--- config.mk ---
export PLATFORM = sky130hd
export DESIGN_NAME = sar_seq_top
export DESIGN_NICKNAME = d
export VERILOG_FILES = /design/src/rtl/sar_pkg.sv /design/src/rtl/sar_tick_gen.sv /design/src/rtl/sar_ctrl.sv /design/src/rtl/sar_reg.sv /design/src/rtl/sar_seq_top.sv
export SDC_FILE = /design/constraint.sdc
export NUM_CORES = 1
export LEC_CHECK = 0
export ABC_AREA = 0
export BUFFER_PORTS_ARGS = -buffer_cell sky130_fd_sc_hd__buf_2
export CAP_MARGIN = 20
export CELL_PAD_IN_SITES_DETAIL_PLACEMENT = 1
export CELL_PAD_IN_SITES_GLOBAL_PLACEMENT = 2
export CORE_MARGIN = 1.5
export CORE_UTILIZATION = 29
export CTS_CLUSTER_DIAMETER = 30
export CTS_CLUSTER_SIZE = 8
export DETAILED_ROUTE_END_ITERATION = 10
export PLACE_DENSITY_LB_ADDON = 0.1
export SETUP_SLACK_MARGIN = 0.02
export SLEW_MARGIN = 20
export SYNTH_ARGS = -nofsm -noshare
export SYNTH_HDL_FRONTEND = slang
export SYNTH_SLANG_ARGS = --single-unit
--- constraint.sdc ---
create_clock -name clk -period 1.75 [get_ports clk]
set_input_delay 0.2625 -clock clk [delete_from_list [all_inputs] [get_ports clk]]
set_output_delay 0.2625 -clock clk [all_outputs]
set_load 0.005 [all_outputs]
--- src/rtl/sar_pkg.sv ---
package sar_pkg;

  // Conversion phases of the sequencer
  typedef enum logic [1:0] {
    PH_IDLE  = 2'd0,
    PH_SAMP  = 2'd1,
    PH_TRIAL = 2'd2,
    PH_XFER  = 2'd3
  } phase_t;

  function automatic int max3(input int a, input int b, input int c);
    int m;
    m = (a > b) ? a : b;
    return (m > c) ? m : c;
  endfunction

endpackage

--- src/rtl/sar_tick_gen.sv ---
// Conversion-clock enable: every cycle, or every second cycle.
// The rate select is captured when a conversion is accepted.
module sar_tick_gen (
  input  logic clk,
  input  logic rst,
  input  logic clear_i,
  input  logic half_i,
  output logic tick_o
);
  logic half_q;
  logic div_q;

  always_ff @(posedge clk) begin
    if (rst) begin
      half_q <= 1'b0;
      div_q  <= 1'b0;
    end else if (clear_i) begin
      half_q <= half_i;
      div_q  <= 1'b0;
    end else begin
      div_q  <= ~div_q;
    end
  end

  assign tick_o = half_q ? div_q : 1'b1;
endmodule

--- src/rtl/sar_ctrl.sv ---
// Phase sequencing: sampling, bit trials, result transfer.
// BIT_CYC must be at least 2 (set and evaluate in separate periods).
module sar_ctrl
  import sar_pkg::*;
#(
  parameter int RES        = 8,
  parameter int NUM_CH     = 6,
  parameter int CH_W       = 3,
  parameter int SAMPLE_CYC = 6,
  parameter int BIT_CYC    = 2,
  parameter int XFER_CYC   = 4,
  localparam int BIT_W     = $clog2(RES),
  localparam int CNT_W     = $clog2(max3(SAMPLE_CYC, BIT_CYC, XFER_CYC) + 1)
) (
  input  logic             clk,
  input  logic             rst,
  input  logic             tick_i,
  input  logic             start_i,
  input  logic [CH_W-1:0]  chan_i,
  output logic             accept_o,
  output logic [CH_W-1:0]  mux_o,
  output logic             sample_o,
  output logic             busy_o,
  output logic             set_o,
  output logic             eval_o,
  output logic             load_o,
  output logic [BIT_W-1:0] bit_o
);
  localparam logic [CH_W-1:0]  LAST_CH   = CH_W'(NUM_CH - 1);
  localparam logic [CNT_W-1:0] SAMP_LAST = CNT_W'(SAMPLE_CYC - 1);
  localparam logic [CNT_W-1:0] BIT_LAST  = CNT_W'(BIT_CYC - 1);
  localparam logic [CNT_W-1:0] XFER_LAST = CNT_W'(XFER_CYC - 1);
  localparam logic [BIT_W-1:0] MSB_IDX   = BIT_W'(RES - 1);

  phase_t           phase_q;
  logic [CNT_W-1:0] cnt_q;
  logic [BIT_W-1:0] bit_q;
  logic [CH_W-1:0]  mux_q;
  logic             sample_q;

  assign accept_o = (phase_q == PH_IDLE) && start_i && (chan_i <= LAST_CH);

  always_ff @(posedge clk) begin
    if (rst) begin
      phase_q  <= PH_IDLE;
      cnt_q    <= '0;
      bit_q    <= '0;
      mux_q    <= '0;
      sample_q <= 1'b0;
    end else if (accept_o) begin
      phase_q  <= PH_SAMP;
      cnt_q    <= '0;
      bit_q    <= MSB_IDX;
      mux_q    <= chan_i;
      sample_q <= 1'b1;
    end else if (tick_i) begin
      unique case (phase_q)
        PH_SAMP: begin
          if (cnt_q == SAMP_LAST) begin
            phase_q  <= PH_TRIAL;
            cnt_q    <= '0;
            sample_q <= 1'b0;
          end else begin
            cnt_q <= cnt_q + 1'b1;
          end
        end
        PH_TRIAL: begin
          if (cnt_q == BIT_LAST) begin
            cnt_q <= '0;
            if (bit_q == '0) phase_q <= PH_XFER;
            else             bit_q   <= bit_q - 1'b1;
          end else begin
            cnt_q <= cnt_q + 1'b1;
          end
        end
        PH_XFER: begin
          if (cnt_q == XFER_LAST) begin
            phase_q <= PH_IDLE;
            cnt_q   <= '0;
          end else begin
            cnt_q <= cnt_q + 1'b1;
          end
        end
        default: ;
      endcase
    end
  end

  assign set_o    = tick_i && (phase_q == PH_TRIAL) && (cnt_q == '0);
  assign eval_o   = tick_i && (phase_q == PH_TRIAL) && (cnt_q == BIT_LAST);
  assign load_o   = tick_i && (phase_q == PH_XFER)  && (cnt_q == XFER_LAST);
  assign bit_o    = bit_q;
  assign mux_o    = mux_q;
  assign sample_o = sample_q;
  assign busy_o   = (phase_q != PH_IDLE);
endmodule

--- src/rtl/sar_reg.sv ---
// Approximation register, result register and done flag.
module sar_reg #(
  parameter int RES    = 8,
  localparam int BIT_W = $clog2(RES)
) (
  input  logic             clk,
  input  logic             rst,
  input  logic             clear_i,
  input  logic             set_i,
  input  logic             eval_i,
  input  logic             load_i,
  input  logic [BIT_W-1:0] bit_i,
  input  logic             cmp_i,
  input  logic             ack_i,
  output logic [RES-1:0]   dac_o,
  output logic [RES-1:0]   result_o,
  output logic             done_o
);
  logic [RES-1:0] sar_q;
  logic [RES-1:0] res_q;
  logic           done_q;

  always_ff @(posedge clk) begin
    if (rst) begin
      sar_q <= '0;
    end else if (clear_i) begin
      sar_q <= '0;
    end else if (set_i) begin
      sar_q[bit_i] <= 1'b1;
    end else if (eval_i) begin
      sar_q[bit_i] <= cmp_i;
    end
  end

  always_ff @(posedge clk) begin
    if (rst) begin
      res_q  <= '0;
      done_q <= 1'b0;
    end else if (load_i) begin
      res_q  <= sar_q;
      done_q <= 1'b1;
    end else if (clear_i || ack_i) begin
      done_q <= 1'b0;
    end
  end

  assign dac_o    = sar_q;
  assign result_o = res_q;
  assign done_o   = done_q;
endmodule

--- src/rtl/sar_seq_top.sv ---
module sar_seq_top #(
  parameter int RES        = 8,
  parameter int NUM_CH     = 6,
  parameter int CH_W       = 3,
  parameter int SAMPLE_CYC = 6,
  parameter int BIT_CYC    = 2,
  parameter int XFER_CYC   = 4,
  localparam int BIT_W     = $clog2(RES)
) (
  input  logic            clk,
  input  logic            rst,
  input  logic            start_i,
  input  logic [CH_W-1:0] chan_sel_i,
  input  logic            clk_half_i,
  input  logic            ack_i,
  input  logic            cmp_i,
  output logic [CH_W-1:0] mux_sel_o,
  output logic            sample_o,
  output logic [RES-1:0]  dac_code_o,
  output logic [RES-1:0]  result_o,
  output logic            done_o,
  output logic            busy_o
);
  logic             tick;
  logic             accept;
  logic             set_s;
  logic             eval_s;
  logic             load_s;
  logic [BIT_W-1:0] bit_s;

  sar_tick_gen u_tick (
    .clk     (clk),
    .rst     (rst),
    .clear_i (accept),
    .half_i  (clk_half_i),
    .tick_o  (tick)
  );

  sar_ctrl #(
    .RES        (RES),
    .NUM_CH     (NUM_CH),
    .CH_W       (CH_W),
    .SAMPLE_CYC (SAMPLE_CYC),
    .BIT_CYC    (BIT_CYC),
    .XFER_CYC   (XFER_CYC)
  ) u_ctrl (
    .clk      (clk),
    .rst      (rst),
    .tick_i   (tick),
    .start_i  (start_i),
    .chan_i   (chan_sel_i),
    .accept_o (accept),
    .mux_o    (mux_sel_o),
    .sample_o (sample_o),
    .busy_o   (busy_o),
    .set_o    (set_s),
    .eval_o   (eval_s),
    .load_o   (load_s),
    .bit_o    (bit_s)
  );

  sar_reg #(
    .RES (RES)
  ) u_reg (
    .clk      (clk),
    .rst      (rst),
    .clear_i  (accept),
    .set_i    (set_s),
    .eval_i   (eval_s),
    .load_i   (load_s),
    .bit_i    (bit_s),
    .cmp_i    (cmp_i),
    .ack_i    (ack_i),
    .dac_o    (dac_code_o),
    .result_o (result_o),
    .done_o   (done_o)
  );
endmodule

# [After elaboration in Yosys (flattened, before gate mapping)]
# Cells that the tools add are included.
[word_totals] regBits=31 latch_bits=0 ram_bits=0 rom_bits=0 inputBits=9 output_inout_bits=22 word_cells=89 mem_count=0
[op_classes] addsub=2 multipliers=0 div=0 order_cmp=3 eq_ne=15 shift=0 n_mux=28 n_bitwise=2 reduce_logical=28
[ops] op="3-bit two-way mux" count=8
[ops] op="8-bit two-way mux" count=2
[ops] op="2-bit nonzero test" count=8
[ops] op="3-bit by 1-bit != test with 1-bit output (second input constant)" count=4
[ops] op="6-bit AND reduction" count=2
[ops] op="1-bit two-way mux" count=10
[ops] op="2-bit by 1-bit != test with 1-bit output (second input constant)" count=5
[ops] op="3-bit one-hot mux with 3 select lines" count=1
[ops] op="8-bit bitwise mux" count=1
[ops] op="1-bit logical AND" count=8
[ops] op="2-bit two-way mux" count=4
[ops] op="8-bit bitwise OR" count=1
[ops] op="3-bit logical NOT" count=2
[ops] op="2-bit one-hot mux with 3 select lines" count=1
[ops] op="2-bit == test (second input constant)" count=2
[ops] op="3-bit by 4-bit less-than comparator with 1-bit output (second input constant)" count=1
[ops] op="4-bit AND reduction" count=1
[ops] op="4-bit nonzero test" count=1
[ops] op="3-bit by 1-bit adder with 3-bit output (second input constant)" count=1
[ops] op="1-bit demux with 3-bit select" count=1
[ops] op="3-bit by 1-bit == test with 1-bit output (second input constant)" count=1
[ops] op="3-bit by 2-bit == test with 1-bit output (second input constant)" count=1
[ops] op="3-bit == test (second input constant)" count=1
[ops] op="3-bit by 1-bit >= comparator with 1-bit output (second input constant)" count=1
[ops] op="other kinds (10)" count=10

# [Longest topological paths before layout]
[depth] ltp_word=7 ltp_mapped=7 ltp_nobuf=6

# [Modules after synthesis]
# From an unflattened synthesis, not the netlist that was laid out.
[unflattened] hier_cells=143 hier_area_um2=1417.6
[modules_own_cells] module="sar_ctrl" n_inst=1 cells_each=74 area_per_inst_um2=693.2 seq_area_each_um2=240.2
[modules_own_cells] module="sar_reg" n_inst=1 cells_each=63 area_per_inst_um2=659.4 seq_area_each_um2=340.3
[modules_own_cells] module="sar_tick_gen" n_inst=1 cells_each=6 area_per_inst_um2=65.1 seq_area_each_um2=40.0

# [Worst setup path after synthesis]
# OpenSTA, ideal clock, no wires.
[synth_timing] path_kind="reg2reg" startpoint="reg u_ctrl.bit_q[0], in the netlist u_ctrl.bit_o[0]" endpoint="reg u_ctrl.bit_q[0], in the netlist u_ctrl.bit_o[0]" setup_ns=0.086 t_arrival_ns=1.717 required_ns=1.664 setup_slack_ns=-0.053 path_stages_with_launch=8 n_path_buf=1 synth_period_minus_slack_ns=1.803 path_cell_list="dfxtp_1 clkbuf_1 inv_1 ha_1 ha_1 nor4_4 nor3_1 a211oi_1"
[synth_between] elab_chain_len=6 elab_cells_between_ends=9 classes_between="add/sub (1); eq/ne (1); mux (5); reduce/logical (2)"
[synth_rtl] element="from (decl)" line="sar_ctrl.sv:37" rtl="logic [BIT_W-1:0] bit_q;"
[synth_rtl] element="from (signal assigned)" line="sar_ctrl.sv:71" rtl="else bit_q <= bit_q - 1'b1;"
[synth_rtl] element="3-bit by 1-bit subtractor with 3-bit output" line="sar_ctrl.sv:71"
[synth_rtl] element="3-bit two-way mux" line="sar_ctrl.sv:70" rtl="if (bit_q == '0) phase_q <= PH_XFER;"
[synth_rtl] element="3-bit two-way mux" line="sar_ctrl.sv:68" rtl="if (cnt_q == BIT_LAST) begin"
[synth_rtl] element="3-bit two-way mux" line="sar_ctrl.sv:57" rtl="unique case (phase_q)"
[synth_rtl] element="3-bit two-way mux" line="sar_ctrl.sv:56" rtl="end else if (tick_i) begin"
[synth_rtl] element="3-bit two-way mux" line="sar_ctrl.sv:50" rtl="end else if (accept_o) begin"
# Parallel ways exist; a longest one is shown, timed or not. The select of a mux whose other input is x is not followed.
# A chain may end at the register's enable or synchronous reset.

# [Worst setup path after layout]
[layout_timing] startpoint="reg u_ctrl.cnt_q[0]" endpoint="reg u_reg.sar_q[1], in the netlist u_reg.dac_o[1]"
[layout_between] elab_chain_len=3 elab_cells_between_ends=6 classes_between="eq/ne (1); mux (1); reduce/logical (4)"
[layout_rtl] element="from (decl)" line="sar_ctrl.sv:36" rtl="logic [CNT_W-1:0] cnt_q;"
[layout_rtl] element="from (signal assigned)" line="sar_ctrl.sv:64" rtl="cnt_q <= cnt_q + 1'b1;"
[layout_rtl] element="from (signal assigned)" line="sar_ctrl.sv:73" rtl="cnt_q <= cnt_q + 1'b1;"
[layout_rtl] element="from (signal assigned)" line="sar_ctrl.sv:81" rtl="cnt_q <= cnt_q + 1'b1;"
[layout_rtl] element="3-bit by 1-bit == test with 1-bit output or 3-bit logical NOT (tied branches)" line="sar_ctrl.sv:90, sar_ctrl.sv:89"
[layout_rtl] element="1-bit logical AND (on tied branches)" line="sar_ctrl.sv:90, sar_ctrl.sv:89"
[layout_rtl] element="2-bit nonzero test (no source line) or 8-bit two-way mux (tied branches)"
[layout_rtl] element="to (signal, indexed assignment)" line="sar_reg.sv:31" rtl="sar_q[bit_i] <= cmp_i;"
[layout_rtl] element="to (decl)" line="sar_reg.sv:19" rtl="logic [RES-1:0] sar_q;"
# Parallel ways exist; a longest one is shown, timed or not.

==> flow_summary.toml <==
[layout]
drive_gt1_share_pct = 29.8
diodes = 0
final_cells = 278
area_delta_synth_final_pct = 26.0
fin_nets = 223
fillers = 632
stdcell_area_mm2 = 0.00196

[worst_hold_path]
hold_path.class = "in2reg"
hold_start = "chan_sel_i[0]"

[sta]
tns_ps = 0
final.setup.worst_slack_ps = 127
min_period_ps = 1620
hold_violations = 0
min_period_over_period_pct = 92.8
setup_violations = 0
finalMaxSlewViolations = 0
slew_headroom_pct = 69.3
max_freq_mhz = 616
worstMarginPinSlew_ps = 460
rsz0062_at_grt = "yes"
finClkSkew_ps = 7.10

[global_route]
grt_pass1_vias = 1350
grt.total_usage_pct = 14.2
antenna_found_initial = 0
grt-busiest-layer = "met2"
grt_pass1_wl_um = 6630
grt_max_degree = 14
gr-usage-met1_pct = 16.2
grt-ovfl-total = 0
use_met3_pct = 3.83
grt_use_met2_pct = 25.4

[synth]
synth.yosys.seq_area_share_pct = 39.9
netlist_top_cells_count = "dfxtp_1, nand2_1, nor2_1"
synth_top_area_share_pct = 39.9
synth_edf_count = 0
synth_top_family_by_area = "simple AND/OR/NAND/NOR gates"
netlist_area_mm2 = 0.00155
avgSynthCellArea_um2 = 9.20
yosysTopAreaCell = "dfxtp_1"
synth_cells = 169
synth_compound_area_share_pct = 16.3
synth_mux_area_share_pct = 5.15
post-synth-top-count-cell = "dfxtp_1"
synthArstFlopShare_pct = 0
synth_area_leaders = "dfxtp_1, ha_1, mux2i_1"
synthFlopType = "dfxtp_1"
yosys.cell_types.count = 41
synthXorXnorAreaFrac_pct = 0
synth-adder-area-share_pct = 5.64
yosys_register_bits = 31
syn_nets = 185
synth_warnings = 0
yosys.area_share.simple_pct = 27.1

[floorplan]
die_w_um = 76.2
dieArea_mm2 = 0.00581
rows = 26
start_util_pct = 30.2
die_y_um = 76.2
core-area_mm2 = 0.00514
ios = 31

[status]
status = "finished, final reports clean"

[power_and_ir_drop]
total_power_uw = 1690
p_int_uw = 1270
p_leak_uw = 0.000859
p_per_area_mw_per_mm2 = 862
power.share.sequential_pct = 44.6
swShare_pct = 24.7
p_comb_share_pct = 12.2
irDropWorstVdd_v = 0.000294
clkPwrFrac_pct = 43.2
p_sw_uw = 416

[drt]
num_vias = 1374
firstDrtPassIters = 3
postRouteAntennaNets = 0
wl_um = 3940
vias_per_cell = 4.94
wl_per_cell_um = 14.2
route.detailed.drc = 0
drtIter0Drc = 36

[critical_path]
crit_fanout = 6
crit_path_end_kind = "flip-flop"
path_class = "reg2reg"
critPathLaunch = "u_ctrl.cnt_q[0]$_SDFFE_PP0P_"
worstPathArrival_ps = 1780
r2r_start = "u_ctrl.cnt_q[0]$_SDFFE_PP0P_"
start_kind = "flip-flop"
required_ps = 1900

[placement]
place_worst_setup_slack_ps = 126
place_inst = 268
gp_congestion = 0.763
dp_hpwl_um = 3050
placed_cell_area_mm2 = 0.00181
port_buffers = 30

[clocking]
holdBufCountCts = 0
path_clk_slew_ps = 70
cts_tree = "done"
cts_max_level = 2
root_buffer = "clkbuf_8"
cts_made_buffers = 5
cts.sinks = 31
clk_latency_ps = 270
clock_path_buffers = 2

[run]
drv_cap = 0
==> registers in the layout, summed over array words and instances, names as in the netlist <==
| name | flops |
|---|---|
| u_ctrl.mux_o | 3 |
| u_reg.dac_o | 8 |
| u_reg.done_o | 1 |
| u_ctrl.sample_o | 1 |
| u_tick.div_q | 1 |
| u_reg.result_o | 8 |
| u_ctrl.phase_q | 2 |
| u_tick.half_q | 1 |
| u_ctrl.bit_o | 3 |
| u_ctrl.cnt_q | 3 |
==> metal layers <==
layer	routed length, um	share of wire (%)	vias up
li1	-	-	680
met1	1660	42	659
met2	2040	52	29
met3	185	4.7	6
met4	57	1.4	0
met5	0	0	-
==> cells in the final DEF (no fill, tap or decap), types with 3 or more instances in the layout <==
cell | synthesis | routed
a211oi_1 | 4 | 4
a21oi_1 | 13 | 13
and3_1 | 6 | 6
buf_2 | 4 | 30
buf_4 | 1 | 10
clkbuf_8 | 0 | 6
dfxtp_1 | 31 | 30
ha_1 | 7 | 6
inv_1 | 8 | 8
mux2i_1 | 8 | 8
nand2_1 | 17 | 17
nand2b_1 | 3 | 3
nand3_1 | 7 | 7
nor2_1 | 15 | 15
nor3_1 | 4 | 4
nor4_4 | 3 | 3
o21ai_0 | 4 | 4
==> per-stage QoR <==
stage | utilization (%) | hold WS, ps
6_report | 38.1 | 228
5_1_grt | 38.1 | 231
4_1_cts | 37.5 | 224
3_5_place_dp | 35.2 | 451
3_3_place_gp | 35.2 | 440
2_1_floorplan | - | 398
==> cells by family (layout without fill, tap and decap cells) <==
logic type      Yosys count  after routing
fa+ha+maj                 7              7
mux                       8              8
buf+inv                  18             57
compound gates           37             37
flops                    31             31
simple gates             68             68
==> worst max-delay path: stages, from the launching register on <==
cell     delay (ps)
dfxtp_1         390
inv_1            70
ha_1            250
nor4_4          400
buf_4           180
and3_1          140
o32ai_1          70
==> layout make-up <==
type                       count  area [um^2]  share of cell area, %
tap                           70         87.6                   4.47
sequential                    31          622                   31.8
multi-input combinational    120          856                   43.7
timing repair buffer          41          245                   12.5
clock buffer                   6         82.6                   4.22
clock inverter                 2         35.0                   1.79
inverter                       8         30.0                   1.53
==> timing repair <==
action,CTS,global route
setup endpoints to repair,0,6
gates resized for setup,0,4
buffers inserted,0,2
==> power by group through the flow <==
stage / clock network, uW / registers (uW) / logic, uW
global route: 793 / 755 / 235
finish: 728 / 752 / 207
detailed placement: 0 / 768 / 208
global placement: 0 / 766 / 202
floorplan: 0 / 759 / 143
CTS: 754 / 752 / 208
==> final timing paths <==
kind                                                endpoint  slack, ps  cells past startpoint
worst min-delay path            u_ctrl.mux_o[0]$_SDFFE_PP0P_        230                      3
worst min register to register  u_ctrl.mux_o[0]$_SDFFE_PP0P_        460                      2
worst max-delay path             u_reg.dac_o[1]$_SDFFE_PP0P_        130                      6
worst max register to register   u_reg.dac_o[1]$_SDFFE_PP0P_        130                      6
Power figures use the tool's default switching activity.
